--- src/rtl/exec_pkg.sv ---
package exec_pkg;
  typedef enum logic [1:0] {
    OP_LOGIC = 2'd0,
    OP_ADD   = 2'd1,
    OP_MUL   = 2'd2,
    OP_DIV   = 2'd3
  } op_e;
endpackage

--- src/rtl/exec_pipe.sv ---
module exec_pipe #(
  parameter int LAT    = 4,
  parameter int TAG_W  = 5,
  parameter int DATA_W = 32
) (
  input  logic              clk_i,
  input  logic              rst_ni,
  input  logic              vld_i,
  input  logic [TAG_W-1:0]  tag_i,
  input  logic [DATA_W-1:0] dat_i,
  output logic              vld_o,
  output logic [TAG_W-1:0]  tag_o,
  output logic [DATA_W-1:0] dat_o
);
  logic [LAT-1:0]    vld_q;
  logic [TAG_W-1:0]  tag_q [LAT];
  logic [DATA_W-1:0] dat_q [LAT];

  always_ff @(posedge clk_i or negedge rst_ni) begin
    if (!rst_ni) vld_q <= '0;
    else begin
      vld_q[0] <= vld_i;
      for (int s = 1; s < LAT; s++) vld_q[s] <= vld_q[s-1];
    end
  end

  always_ff @(posedge clk_i) begin
    tag_q[0] <= tag_i;
    dat_q[0] <= dat_i;
    for (int s = 1; s < LAT; s++) begin
      tag_q[s] <= tag_q[s-1];
      dat_q[s] <= dat_q[s-1];
    end
  end

  assign vld_o = vld_q[LAT-1];
  assign tag_o = tag_q[LAT-1];
  assign dat_o = dat_q[LAT-1];
endmodule

--- src/rtl/exec_div.sv ---
module exec_div #(
  parameter int LAT    = 24,
  parameter int TAG_W  = 5,
  parameter int DATA_W = 32
) (
  input  logic              clk_i,
  input  logic              rst_ni,
  input  logic              start_i,
  input  logic [TAG_W-1:0]  tag_i,
  input  logic [DATA_W-1:0] dat_i,
  output logic              busy_o,
  output logic              vld_o,
  output logic [TAG_W-1:0]  tag_o,
  output logic [DATA_W-1:0] dat_o
);
  localparam int CNT_W = $clog2(LAT + 1);

  logic [CNT_W-1:0]  cnt_q;
  logic [TAG_W-1:0]  tag_q;
  logic [DATA_W-1:0] dat_q;

  always_ff @(posedge clk_i or negedge rst_ni) begin
    if (!rst_ni)            cnt_q <= '0;
    else if (start_i)       cnt_q <= CNT_W'(LAT);
    else if (cnt_q != '0)   cnt_q <= cnt_q - 1'b1;
  end

  always_ff @(posedge clk_i) begin
    if (start_i) begin
      tag_q <= tag_i;
      dat_q <= dat_i;
    end
  end

  // last cycle overlaps the next start
  assign busy_o = cnt_q > CNT_W'(1);
  assign vld_o  = cnt_q == CNT_W'(1);
  assign tag_o  = tag_q;
  assign dat_o  = dat_q;


  div_no_overlap_chk: assert property (@(posedge clk_i) disable iff (!rst_ni)
    start_i |-> cnt_q <= CNT_W'(1));
endmodule

--- src/rtl/exec_scoreboard.sv ---
module exec_scoreboard #(
  parameter int NREG  = 32,
  parameter int DEPTH = 25,
  localparam int TAG_W = $clog2(NREG),
  localparam int LAT_W = $clog2(DEPTH)
) (
  input  logic             clk_i,
  input  logic             rst_ni,
  input  logic             fire_i,
  input  logic [LAT_W-1:0] lat_i,
  input  logic [TAG_W-1:0] dst_i,
  input  logic [TAG_W-1:0] src_a_i,
  input  logic [TAG_W-1:0] src_b_i,
  input  logic             wb_vld_i,
  input  logic [TAG_W-1:0] wb_tag_i,
  output logic             hazard_o,
  output logic             slot_busy_o
);
  logic [NREG-1:0]  pend_q, pend_eff, pend_d;
  logic [DEPTH-1:0] rsv_q, rsv_d;

  always_comb begin
    pend_eff = pend_q;
    if (wb_vld_i) pend_eff[wb_tag_i] = 1'b0;
    pend_d = pend_eff;
    if (fire_i) pend_d[dst_i] = 1'b1;
  end

  // rsv_q[k]: writeback claimed k cycles from now
  always_comb begin
    rsv_d = rsv_q >> 1;
    if (fire_i) rsv_d[int'(lat_i) - 1] = 1'b1;
  end

  always_ff @(posedge clk_i or negedge rst_ni) begin
    if (!rst_ni) begin
      pend_q <= '0;
      rsv_q  <= '0;
    end else begin
      pend_q <= pend_d;
      rsv_q  <= rsv_d;
    end
  end

  assign hazard_o    = pend_eff[src_a_i] | pend_eff[src_b_i] | pend_eff[dst_i];
  assign slot_busy_o = rsv_q[lat_i];


  wb_matches_slot_chk: assert property (@(posedge clk_i) disable iff (!rst_ni)
    rsv_q[0] == wb_vld_i);

  wb_tag_pending_chk: assert property (@(posedge clk_i) disable iff (!rst_ni)
    wb_vld_i |-> pend_q[wb_tag_i]);
endmodule

--- src/rtl/exec_cluster.sv ---
module exec_cluster #(
  parameter int NREG    = 32,
  parameter int DATA_W  = 32,
  parameter int LAT_LOG = 1,
  parameter int LAT_ADD = 4,
  parameter int LAT_MUL = 7,
  parameter int LAT_DIV = 24,
  localparam int TAG_W  = $clog2(NREG),
  localparam int MAX_A  = (LAT_LOG > LAT_ADD) ? LAT_LOG : LAT_ADD,
  localparam int MAX_B  = (LAT_MUL > LAT_DIV) ? LAT_MUL : LAT_DIV,
  localparam int DEPTH  = ((MAX_A > MAX_B) ? MAX_A : MAX_B) + 1,
  localparam int LAT_W  = $clog2(DEPTH)
) (
  input  logic              clk_i,
  input  logic              rst_ni,
  input  logic              in_valid_i,
  output logic              in_ready_o,
  input  logic [1:0]        in_op_i,
  input  logic [TAG_W-1:0]  in_dst_i,
  input  logic [TAG_W-1:0]  in_src_a_i,
  input  logic [TAG_W-1:0]  in_src_b_i,
  input  logic [DATA_W-1:0] in_opa_i,
  input  logic [DATA_W-1:0] in_opb_i,
  output logic              wb_valid_o,
  output logic [TAG_W-1:0]  wb_tag_o,
  output logic [DATA_W-1:0] wb_data_o
);
  import exec_pkg::*;

  localparam int NU = 4;

  op_e              op;
  logic             fire, hazard, slot_busy, div_busy;
  logic [LAT_W-1:0] lat;
  logic [NU-1:0]    u_start, u_vld;
  logic [TAG_W-1:0] u_tag [NU];
  logic [DATA_W-1:0] u_res [NU];
  logic [DATA_W-1:0] u_out [NU];

  assign op = op_e'(in_op_i);

  always_comb begin
    unique case (op)
      OP_LOGIC: lat = LAT_W'(LAT_LOG);
      OP_ADD:   lat = LAT_W'(LAT_ADD);
      OP_MUL:   lat = LAT_W'(LAT_MUL);
      default:  lat = LAT_W'(LAT_DIV);
    endcase
  end

  assign u_res[OP_LOGIC] = in_opa_i ^ in_opb_i;
  assign u_res[OP_ADD]   = in_opa_i + in_opb_i;
  assign u_res[OP_MUL]   = in_opa_i * in_opb_i;
  assign u_res[OP_DIV]   = (in_opb_i == '0) ? '1 : in_opa_i / in_opb_i;

  assign in_ready_o = !hazard && !slot_busy && !(op == OP_DIV && div_busy);
  assign fire       = in_valid_i && in_ready_o;

  exec_scoreboard #(.NREG(NREG), .DEPTH(DEPTH)) u_sb (
    .clk_i, .rst_ni,
    .fire_i(fire), .lat_i(lat),
    .dst_i(in_dst_i), .src_a_i(in_src_a_i), .src_b_i(in_src_b_i),
    .wb_vld_i(wb_valid_o), .wb_tag_i(wb_tag_o),
    .hazard_o(hazard), .slot_busy_o(slot_busy)
  );

  for (genvar u = 0; u < NU; u++) begin : g_unit
    assign u_start[u] = fire && (in_op_i == 2'(u));
    if (u == int'(OP_DIV)) begin : g_div
      exec_div #(.LAT(LAT_DIV), .TAG_W(TAG_W), .DATA_W(DATA_W)) u_div (
        .clk_i, .rst_ni, .start_i(u_start[u]), .tag_i(in_dst_i), .dat_i(u_res[u]),
        .busy_o(div_busy), .vld_o(u_vld[u]), .tag_o(u_tag[u]), .dat_o(u_out[u])
      );
    end else begin : g_pipe
      localparam int L = (u == int'(OP_LOGIC)) ? LAT_LOG :
                         (u == int'(OP_ADD))   ? LAT_ADD : LAT_MUL;
      exec_pipe #(.LAT(L), .TAG_W(TAG_W), .DATA_W(DATA_W)) u_pipe (
        .clk_i, .rst_ni, .vld_i(u_start[u]), .tag_i(in_dst_i), .dat_i(u_res[u]),
        .vld_o(u_vld[u]), .tag_o(u_tag[u]), .dat_o(u_out[u])
      );
    end
  end

  always_comb begin
    wb_valid_o = |u_vld;
    wb_tag_o   = '0;
    wb_data_o  = '0;
    for (int u = 0; u < NU; u++) begin
      if (u_vld[u]) begin
        wb_tag_o  = u_tag[u];
        wb_data_o = u_out[u];
      end
    end
  end


  wb_single_src_chk: assert property (@(posedge clk_i) disable iff (!rst_ni)
    $onehot0(u_vld));

  idle_after_reset_chk: assert property (@(posedge clk_i) disable iff (!rst_ni)
    $rose(rst_ni) |-> !wb_valid_o);
endmodule

--- config.mk ---
export PLATFORM = sky130hd
export DESIGN_NAME = exec_cluster
export DESIGN_NICKNAME = d
export VERILOG_FILES = /design/src/rtl/exec_pkg.sv /design/src/rtl/exec_pipe.sv /design/src/rtl/exec_div.sv /design/src/rtl/exec_scoreboard.sv /design/src/rtl/exec_cluster.sv
export SDC_FILE = /design/constraint.sdc
export NUM_CORES = 2
export LEC_CHECK = 0
export BUFFER_PORTS_ARGS = -buffer_cell sky130_fd_sc_hd__clkbuf_2
export CELL_PAD_IN_SITES_DETAIL_PLACEMENT = 0
export CELL_PAD_IN_SITES_GLOBAL_PLACEMENT = 1
export CORE_UTILIZATION = 54
export DETAILED_ROUTE_END_ITERATION = 10
export GPL_TIMING_DRIVEN = 0
export PLACE_DENSITY = 0.84
export SLEW_MARGIN = 30
export SYNTH_ARGS = -nofsm -noshare
export SYNTH_HDL_FRONTEND = slang
export SYNTH_SLANG_ARGS = --single-unit
--- constraint.sdc ---
create_clock -name clk_i -period 8.8 [get_ports clk_i]
set_input_delay 1.76 -clock clk_i [delete_from_list [all_inputs] [get_ports clk_i]]
set_output_delay 1.76 -clock clk_i [all_outputs]
set_load 0.05 [all_outputs]
==> impl_metrics.env <==
export IMPL_cts_max_path_buffers=3
export IMPL_syn_instance_count=7198
export IMPL_synth_nets=8388
export IMPL_use_met2_pct=65.1
export IMPL_synthesis_area_um2=59300
export IMPL_die_w_um=333
export IMPL_syn_area_per_cell_um2=8.24
export IMPL_area_growth_pct=30.9
export IMPL_dr_pass1_iters=6
export IMPL_cts_tree="yes"
export IMPL_critPathKind="primary input to flip-flop"
export IMPL_gp_congestion=1.05
export IMPL_max_clock_freq_ghz=0.0150
export IMPL_fin_tns_setup_ps=-702900
export IMPL_skew_ps=28.0
export IMPL_grt_use_total_pct=42.6
export IMPL_synth_ff_type="dfxtp_1"
export IMPL_use_met1_pct=56.2
export IMPL_ir_drop_mv=1.25
export IMPL_design_die_area_um2=111000
export IMPL_initial_utilization_pct=54.5
export IMPL_cp_required_ps=9000
export IMPL_htreeDepth=2
export IMPL_cp_arrival_ps=66740
export IMPL_core_area_um2=109000
export IMPL_grtUsageMet3_pct=8.80
export IMPL_place_ws_ps=-70760
export IMPL_crit_path_end_kind="flip-flop"
export IMPL_antenna_found_initial=7
export IMPL_slowest_delay_ps=630
export IMPL_chipHeight_um=333
export IMPL_filler_cell_count=8399
export IMPL_grt_max_degree=75
export IMPL_rows=121
export IMPL_grt_overflow=0
export IMPL_ant_nets=0
export IMPL_drive_above_1_share_pct=26.6
export IMPL_fin_crit_ps=66550
export IMPL_violations="negative setup slack"
export IMPL_post_dp_hpwl_um=185000
export IMPL_power_density_nw_per_um2=297
export IMPL_cts_buffers=39
export IMPL_slew_headroom_pct=5.02
export IMPL_placed_area_um2=64500
export IMPL_fin_crit_sh_pct=756
export IMPL_cp_common_cell="ha_4"
export IMPL_cts_root_buf="clkbuf_16"
export IMPL_yosysSeqAreaShare_pct=19.1
export IMPL_status="finished with violations"
export IMPL_async_flop_share_pct=14.0
export IMPL_cts_sinks=529
export IMPL_rsz0062_at_grt="yes"
export IMPL_layout_commonest_cell="nand2_1"
export IMPL_final_cell_mix="885 x nand2_1, 673 x buf_4, 644 x inv_1, 545 x ha_1, 485 x nor2_1"
export IMPL_final_hold_viol_count=0
export IMPL_setup_ws_ps=-57750
export IMPL_drt_first_iter_violations=6007
export IMPL_io_pins=123
export IMPL_finish_utilization_pct=71.3
export IMPL_insertion_delay_ps=570
export IMPL_synth_cell_types=103
export IMPL_synth_edf_count=37
export IMPL_port_buffers=117
export IMPL_wl_per_cell_um=25.8
export IMPL_cap_violations=0
export IMPL_cp_slowest_cell="or4_4"
export IMPL_finalSetupViolations=34
export IMPL_fin_nets=9290
export IMPL_drt_wl_total_um=247000
export IMPL_crit_path_max_fanout=10
export IMPL_hold_buffers=0
export IMPL_busiest_layer="met2"
export IMPL_synth_warning_count=0
export IMPL_hp_class="flip-flop to flip-flop"
export IMPL_leakage_nw=35.6
export IMPL_worst_pin_slew_ps=1420
export IMPL_final_area_um2=77600
export IMPL_avgViaCountPerCell=6.29
export IMPL_grt_pass1_vias=58053
export IMPL_cts_clk_slew_worst_paths_ps=80
export IMPL_drc=0
export IMPL_ys_ff_latch=529
export IMPL_finalMaxSlewViolations=0
export IMPL_grt_pass1_wl_um=358000
export IMPL_vias=60084
export IMPL_start_kind="primary input"
## sequential cells by signal, summed over array words and instances (netlist names)
signal,count
g_unit.g_pipe.u_pipe.vld_q,11
g_unit.g_div.u_div.dat_o,32
g_unit.g_pipe.u_pipe.vld_o,1
g_unit.g_div.u_div.cnt_q,5
u_sb.pend_q,32
g_unit.g_pipe.u_pipe.dat_q,383
u_sb.rsv_q,25
g_unit.g_pipe.u_pipe.tag_q,35
g_unit.g_div.u_div.tag_o,5
## cell type report
type | count | area, µm² | share of cell area [%]
inverter | 682 | 2600 | 3.34
tap | 1414 | 1770 | 2.28
antenna | 3 | 7.51 | 0.00967
clock inverter | 14 | 191 | 0.247
timing repair buffer | 878 | 7060 | 9.10
clock buffer | 58 | 1190 | 1.53
sequential | 529 | 11300 | 14.6
multi-input combinational | 5709 | 51100 | 65.9
buffer | 261 | 2360 | 3.04
## worst max-delay path, delay by kind of cell
family,cells,cell delay [ps]
buffers and inverters,56,8200
and+or+nand+nor,67,12590
adders and majority gates,31,8330
muxes,6,1730
xor gates and xnor gates,1,80
AOI/OAI and AO/OA,162,33880
## per-stage QoR
| stage | hold slack (ps) | instances | power [W] |
|---|---|---|---|
| after floorplan | 310 | 7198 | 0.0157 |
| after global placement | 310 | 8729 | 0.0199 |
| after detailed placement | 312 | 8751 | 0.0201 |
| after CTS | 318 | 9332 | 0.0226 |
| after global routing | 319 | 9546 | 0.0248 |
| final | 310 | 9548 | 0.0231 |
## cell usage after synthesis, types with 77 or more instances
| cell type | count | share of area (%) |
|---|---|---|
| clkbuf_1 | 229 | 1.4 |
| nor3_1 | 148 | 1.2 |
| a21o_1 | 181 | 2.3 |
| inv_1 | 681 | 4.3 |
| nand3_1 | 118 | 1.0 |
| fa_1 | 409 | 14 |
| xnor2_1 | 301 | 4.4 |
| nand2_1 | 957 | 6.1 |
| and2_1 | 91 | 0.96 |
| nor2_1 | 562 | 3.6 |
| nor2b_1 | 77 | 0.81 |
| dfxtp_1 | 418 | 14 |
| xor2_1 | 150 | 2.2 |
| o21ai_0 | 397 | 3.4 |
| a21oi_1 | 412 | 3.5 |
| ha_1 | 697 | 15 |
| o21a_1 | 128 | 1.6 |
## power breakdown
| group | internal [W] | switching (W) | total [W] |
|---|---|---|---|
| sequential | 0.00334 | 0.000216 | 0.00356 |
| clock | 0.00102 | 0.000871 | 0.00189 |
| combinational | 0.00771 | 0.00993 | 0.0176 |
## routing by layer
metal | up-vias | share of wire, %
met5 | - | 0.020
met4 | 8 | 7.1
met3 | 832 | 11
met2 | 3296 | 43
met1 | 29214 | 39
li1 | 26734 | -
## repair_timing
action                                 in CTS  in global routing
endpoints found under the hold margin       0                  0
resized for setup                         822                483
pin swaps                                 437                384
setup endpoints to repair                  43                 37
cloned                                      7                  1
buffers inserted                          513                224
## path summary, 6_finish.rpt
check                                                        startpoint                                           end  cells after the start  slack (ps)
setup reg to reg                g_unit[0].g_pipe.u_pipe.vld_o$_DFF_PN0_  g_unit[3].g_div.u_div.dat_o[7]$_SDFFCE_PN1P_                     18        3130
hold / removal             g_unit[2].g_pipe.u_pipe.dat_q[5][28]$_DFF_P_  g_unit[2].g_pipe.u_pipe.dat_q[6][28]$_DFF_P_                      0         310
setup / recovery                                           in_opb_i[28]  g_unit[3].g_div.u_div.dat_o[0]$_SDFFCE_PN1P_                    323      -57750
max in group asynchronous                                        rst_ni                      u_sb.rsv_q[12]$_DFF_PN0_                      1        7170
hold reg to reg            g_unit[2].g_pipe.u_pipe.dat_q[5][28]$_DFF_P_  g_unit[2].g_pipe.u_pipe.dat_q[6][28]$_DFF_P_                      0         310
min in group asynchronous                                        rst_ni                     u_sb.pend_q[13]$_DFF_PN0_                      1        1180
## cells by family (layout without fill, tap and decap cells)
kind of cell / count (synthesis) / in the layout / synth area share, %
compound gates: 1701 / 1701 / 18.8
xor+xnor: 451 / 451 / 6.66
fa+ha+maj: 1106 / 1106 / 28.5
buf+inv: 960 / 1893 / 6.13
flops: 529 / 529 / 19.1
mux: 121 / 121 / 2.78
other cells: 0 / 3 / 0
simple gates: 2330 / 2330 / 18.0
Power figures use the tool's default switching activity.
